===== src/rtl/hub_stat_pkg.sv =====
package hub_stat_pkg;
  localparam int unsigned NUM_PORTS = 4;
  localparam int unsigned NUM_SRC   = NUM_PORTS + 1;  // bit 0 hub, then ports
  localparam int unsigned MAP_W     = 8;
  typedef logic [NUM_SRC-1:0] src_vec_t;
  typedef logic [MAP_W-1:0]   map_t;
endpackage


===== src/rtl/hub_chg_latch.sv =====
module hub_chg_latch #(
  parameter int unsigned N = 5
) (
  input  logic         clk_i,
  input  logic         rst_ni,
  input  logic [N-1:0] set_i,
  input  logic [N-1:0] clr_i,
  output logic [N-1:0] pend_o
);
  logic [N-1:0] pend_q;

  for (genvar k = 0; k < N; k++) begin : g_bit
    always_ff @(posedge clk_i or negedge rst_ni) begin
      if (!rst_ni)        pend_q[k] <= 1'b0;
      else if (set_i[k])  pend_q[k] <= 1'b1;  // set wins
      else if (clr_i[k])  pend_q[k] <= 1'b0;
    end
  end

  assign pend_o = pend_q;


  pend_hold_chk: assert property (@(posedge clk_i) disable iff (!rst_ni)
    ((set_i | clr_i) == '0) |=> (pend_o == $past(pend_o)));

  pend_set_chk: assert property (@(posedge clk_i) disable iff (!rst_ni)
    (set_i != '0) |=> ((pend_o & $past(set_i)) == $past(set_i)));
endmodule


===== src/rtl/hub_chg_snap.sv =====
module hub_chg_snap
  import hub_stat_pkg::*;
(
  input  logic     clk_i,
  input  logic     rst_ni,
  input  src_vec_t pend_i,
  input  logic     eof_i,
  output map_t     map_o
);
  map_t map_q;

  always_ff @(posedge clk_i or negedge rst_ni) begin
    if (!rst_ni)    map_q <= '0;
    else if (eof_i) map_q <= map_t'(pend_i);
  end

  assign map_o = map_q;


  snap_only_eof_chk: assert property (@(posedge clk_i) disable iff (!rst_ni)
    !eof_i |=> $stable(map_o));

  snap_rsvd_chk: assert property (@(posedge clk_i) disable iff (!rst_ni)
    map_o[MAP_W-1:NUM_SRC] == '0);
endmodule


===== src/rtl/hub_in_resp.sv =====
module hub_in_resp
  import hub_stat_pkg::*;
(
  input  logic clk_i,
  input  logic rst_ni,
  input  map_t map_i,
  input  logic in_tok_i,
  input  logic configured_i,
  input  logic ack_i,
  output logic rsp_valid_o,
  output logic rsp_data_o,
  output map_t data_o,
  output logic toggle_o
);
  logic rsp_valid_q, rsp_data_q, await_q, toggle_q;
  map_t data_q;
  logic send_data;

  assign send_data = configured_i && (map_i != '0);

  always_ff @(posedge clk_i or negedge rst_ni) begin
    if (!rst_ni) begin
      rsp_valid_q <= 1'b0;
      rsp_data_q  <= 1'b0;
      data_q      <= '0;
    end else begin
      rsp_valid_q <= in_tok_i;
      rsp_data_q  <= in_tok_i && send_data;
      data_q      <= (in_tok_i && send_data) ? map_i : '0;
    end
  end

  // await_q: a DATA response is outstanding and not yet acknowledged
  always_ff @(posedge clk_i or negedge rst_ni) begin
    if (!rst_ni) begin
      await_q  <= 1'b0;
      toggle_q <= 1'b0;
    end else if (!configured_i) begin
      await_q  <= 1'b0;
      toggle_q <= 1'b0;
    end else begin
      if (in_tok_i)              await_q <= send_data;
      else if (ack_i)            await_q <= 1'b0;
      if (ack_i && await_q && !in_tok_i) toggle_q <= ~toggle_q;
    end
  end

  assign rsp_valid_o = rsp_valid_q;
  assign rsp_data_o  = rsp_data_q;
  assign data_o      = data_q;
  assign toggle_o    = toggle_q;


  rsp_after_tok_chk: assert property (@(posedge clk_i) disable iff (!rst_ni)
    rsp_valid_o |-> $past(in_tok_i));

  data_nonzero_chk: assert property (@(posedge clk_i) disable iff (!rst_ni)
    rsp_data_o |-> (rsp_valid_o && data_o != '0));

  nak_unconf_chk: assert property (@(posedge clk_i) disable iff (!rst_ni)
    (in_tok_i && !configured_i) |=> !rsp_data_o);

  toggle_move_chk: assert property (@(posedge clk_i) disable iff (!rst_ni)
    (toggle_o != $past(toggle_o)) |-> ($past(ack_i) || !$past(configured_i)));

  nak_zero_chk: assert property (@(posedge clk_i) disable iff (!rst_ni)
    (rsp_valid_o && !rsp_data_o) |-> (data_o == '0));
endmodule


===== src/rtl/hub_stat_ep.sv =====
module hub_stat_ep
  import hub_stat_pkg::*;
(
  input  logic               clk_i,
  input  logic               rst_ni,
  input  logic [NUM_SRC-1:0] chg_set_i,
  input  logic [NUM_SRC-1:0] chg_clr_i,
  input  logic               eof_i,
  input  logic               in_tok_i,
  input  logic               configured_i,
  input  logic               ack_i,
  output logic               rsp_valid_o,
  output logic               rsp_data_o,
  output logic [MAP_W-1:0]   data_o,
  output logic               toggle_o
);
  src_vec_t pend;
  map_t     map;

  hub_chg_latch #(.N(NUM_SRC)) u_latch (
    .clk_i  (clk_i),
    .rst_ni (rst_ni),
    .set_i  (chg_set_i),
    .clr_i  (chg_clr_i),
    .pend_o (pend)
  );

  hub_chg_snap u_snap (
    .clk_i  (clk_i),
    .rst_ni (rst_ni),
    .pend_i (pend),
    .eof_i  (eof_i),
    .map_o  (map)
  );

  hub_in_resp u_resp (
    .clk_i        (clk_i),
    .rst_ni       (rst_ni),
    .map_i        (map),
    .in_tok_i     (in_tok_i),
    .configured_i (configured_i),
    .ack_i        (ack_i),
    .rsp_valid_o  (rsp_valid_o),
    .rsp_data_o   (rsp_data_o),
    .data_o       (data_o),
    .toggle_o     (toggle_o)
  );


  rsvd_zero_chk: assert property (@(posedge clk_i) disable iff (!rst_ni)
    data_o[MAP_W-1:NUM_SRC] == '0);
endmodule


===== config.mk =====
export PLATFORM = sky130hd
export DESIGN_NAME = hub_stat_ep
export DESIGN_NICKNAME = d
export VERILOG_FILES = /design/src/rtl/hub_stat_pkg.sv /design/src/rtl/hub_chg_latch.sv /design/src/rtl/hub_chg_snap.sv /design/src/rtl/hub_in_resp.sv /design/src/rtl/hub_stat_ep.sv
export SDC_FILE = /design/constraint.sdc
export NUM_CORES = 1
export LEC_CHECK = 0
export ABC_AREA = 1
export BUFFER_PORTS_ARGS = -buffer_cell sky130_fd_sc_hd__buf_2
export CORE_MARGIN = 3
export CORE_UTILIZATION = 40
export DETAILED_ROUTE_END_ITERATION = 10
export GPL_ROUTABILITY_DRIVEN = 0
export MAX_ROUTING_LAYER = met4
export PLACE_DENSITY = 0.76
export SYNTH_ARGS = -nofsm -noshare
export SYNTH_HDL_FRONTEND = slang
export SYNTH_SLANG_ARGS = --single-unit

===== constraint.sdc =====
create_clock -name clk_i -period 2.3 [get_ports clk_i]
set_input_delay 0.46 -clock clk_i [delete_from_list [all_inputs] [get_ports clk_i]]
set_output_delay 0.46 -clock clk_i [all_outputs]
set_load 0.05 [all_outputs]

==> results by group <==
Placement
  – DP Wirelength: 805 µm
  – Placed insts: 117
  – IO Port Bufs: 23

Worst setup path
  – Sum of buffers and inverters on the critical path: 1
  – Critical Path Max Stage Delay: between 0.3 and 0.4 ns
  – CP required: roughly 1.8 ns
  – WP data arrival: about 0.90 ns
  – Slowest-stage cell, CP: dfrtp_1
  – Critical path fanouts, max: 2
  – Crit-path cells: buf_2
  – Worst Setup End Kind: output port
  – Reg2reg start: u_snap.map_o[1]
  – Cell family with most CP delay: flip-flops
  – Worst setup path category: reg -> out
  – Reg-to-reg setup timing slack: between 1 and 1.5 ns
  – Critical path startpoint: u_resp.toggle_o
  – CP startpoint kind: flop

Detailed routing
  – DRC viols: 0
  – Vias/cell: about 4.0
  – Final wirelength: ~1000 µm
  – Vias: between 400 and 500
  – DRT Pass-1 Iters: 3
  – WL/cell: around 8.6 µm
  – DRT iter0 DRCs: 7
  – Final ANT Viol Nets: 0

Floorplanning
  – Rows: 14
  – Top Ports: 27
  – Die Y: 48.5 µm
  – Die area: 2350 µm²
  – Die W: 48.5 µm
  – Starting density of the core: approximately 45%
  – Core area: around 1600 µm²

Clocking
  – Clock Sink Count: 19
  – Later-pin clock latency in the skew report: 0.29 ns
  – CTS tree: yes
  – Root Buffer: clkbuf_4
  – Reg clk slew, reported paths: 0.11 ns
  – Bufs on Longest Clock Path: 2
  – Htree depth: 1
  – Num CTS Buffers: 3
  – Buffer count from post-CTS setup fixing: 0
  – Hold_buf cts: 0
  – # resized after CTS: 0

Pwr
  – Combinational share of power: 15.2%
  – Switching Share: 28.2%
  – Leakage: 0.520 nW
  – Internal Pwr Total: 0.448 mW
  – Sw power: 0.176 mW
  – Largest vdd supply drop: between 0.0002 and 0.0003 V
  – Sequential share of power: about three fifths
  – Clock power frac: a little over a quarter
  – P per Cell Area: around 700 nW/µm²

Final layout
  – Fillcell total: around 150
  – Ant diodes: 0
  – Storage cell area: 475 µm²
  – Multi-input logic area: ~170 µm²
  – Non-filler cells, final: ~120
  – Final net count: 114
  – Fraction of layout cells with a size suffix above 1: around 30%
  – P&R area growth vs syn: 21.1%

Yosys
  – Syn Inst Count: 72
  – Syn avg cell area: 10.0 µm²
  – Mapped Area: 722 µm²
  – Sequential-to-total area share from yosys stat: between 60% and 70%
  – Synth Warn #: 0
  – Cell variety after synth: 12
  – Yosys reg bits: 19

Status
  – Outcome: finished clean

Timing
  – RSZ-0062 raised after global routing: false
  – Fin Clk Skew: around 0.0057 ns
  – Post-Route Setup TNS: 0 ns
  – Peak Freq: 0.735 GHz
  – Final setup vio count: 0
  – Pins over their slew limit: 0
  – Fin crit period: 1.36 ns
  – Crit share post-route: 59.1%
  – Hold Fails Final Rpt: 0

Global route
  – First-pass GRT wire length: approximately 1800 µm
  – Vias in the first global route: about 440
  – Initial antenna violation count: 0
  – Overflow left after global routing: 0
  – Largest net degree at the start of global routing: 20
  – All-Layer GR Usage: under 10%

Worst hold path
  – Worst min path class: in -> async

Job
  – Max_cap viols: 0
==> layout make-up <==
type / count / share of cell area [%]
Clock buffer: 3 / 2.58
Multi-Input combinational cell: 36 / 19.5
Sequential cell: 19 / 54.4
Tap cell: 24 / 3.43
Clock inverter: 1 / 0.572
Timing Repair Buffer: 23 / 13.2
Inverter: 15 / 6.44
==> flip-flops by register name, indices dropped and copies added, names as in the netlist <==
signal,count
u_resp.await_q,1
u_resp.rsp_valid_o,1
u_latch.pend_o,5
u_resp.rsp_data_o,1
u_resp.toggle_o,1
u_snap.map_o,5
u_resp.data_o,5
==> stage by stage <==
step	setup WS (ns)	total power, mW	util [%]	hold slack, ns	cell area, µm²
final	0.940	0.624	54.9	0.0792	875
after floorplan	1.24	0.439	-	0.164	729
after CTS	0.920	0.629	54.9	0.0864	875
after detailed placement	1.25	0.468	53.1	0.408	847
after global routing	0.886	0.654	54.9	0.0833	875
after global placement	1.27	0.465	53.1	0.402	847
==> power by group through the flow <==
stage          clock [mW]  sequential [mW]  combinational (mW)
5_1_grt             0.182            0.368               0.104
6_report            0.164            0.365              0.0947
3_5_place_dp            0            0.372              0.0958
2_1_floorplan           0            0.397              0.0419
4_1_cts             0.167            0.366              0.0962
3_3_place_gp            0            0.372              0.0936
==> cell usage in the layout (no fill, tap or decap) <==
master	n
clkinv_1	1
inv_1	14
conb_1	3
o21ai_0	5
nand3_1	4
nand2_2	2
o21bai_1	5
buf_2	23
dfrtp_1	19
clkbuf_4	3
nor2_1	9
clkinv_2	1
nand2_1	8
==> cells by family after synthesis <==
| family | share of synthesized area, % |
|---|---|
| AOI/OAI and AO/OA | 8.67 |
| buffers and inverters | 11.6 |
| DFF | 65.9 |
| other | 0.519 |
| and+or+nand+nor | 13.3 |
==> synth_stat cells <==
library cell,number,share of area [%]
nor2_1,9,4.7
nand3_1,4,2.8
buf_4,3,3.1
nand2_2,2,1.7
nand2_1,8,4.2
buf_2,1,0.69
o21ai_0,5,3.5
dfrtp_1,19,66
conb_1,1,0.52
clkinv_1,1,0.52
inv_1,14,7.3
o21bai_1,5,5.2
==> path summary, 6_finish.rpt <==
path | cells past startpoint | to
setup / recovery | 1 | toggle_o
hold / removal | 1 | u_resp.rsp_valid_o
setup reg to reg | 4 | u_resp.await_q
hold reg to reg | 2 | u_snap.map_o[1]
max in group asynchronous | 1 | u_snap.map_o[3]
min in group clk_i | 2 | u_latch.pend_o[1]
==> routing by layer <==
layer | part of all wire [%] | global-route usage (%) | vias to the layer above
met2 | 40 | 14.2 | 24
met5 | 0 | - | -
met4 | 0.58 | 5.69 | 0
met3 | 11 | 3.37 | 2
met1 | 49 | 12.4 | 198
li1 | - | - | 259
Power figures use the tool's default switching activity.
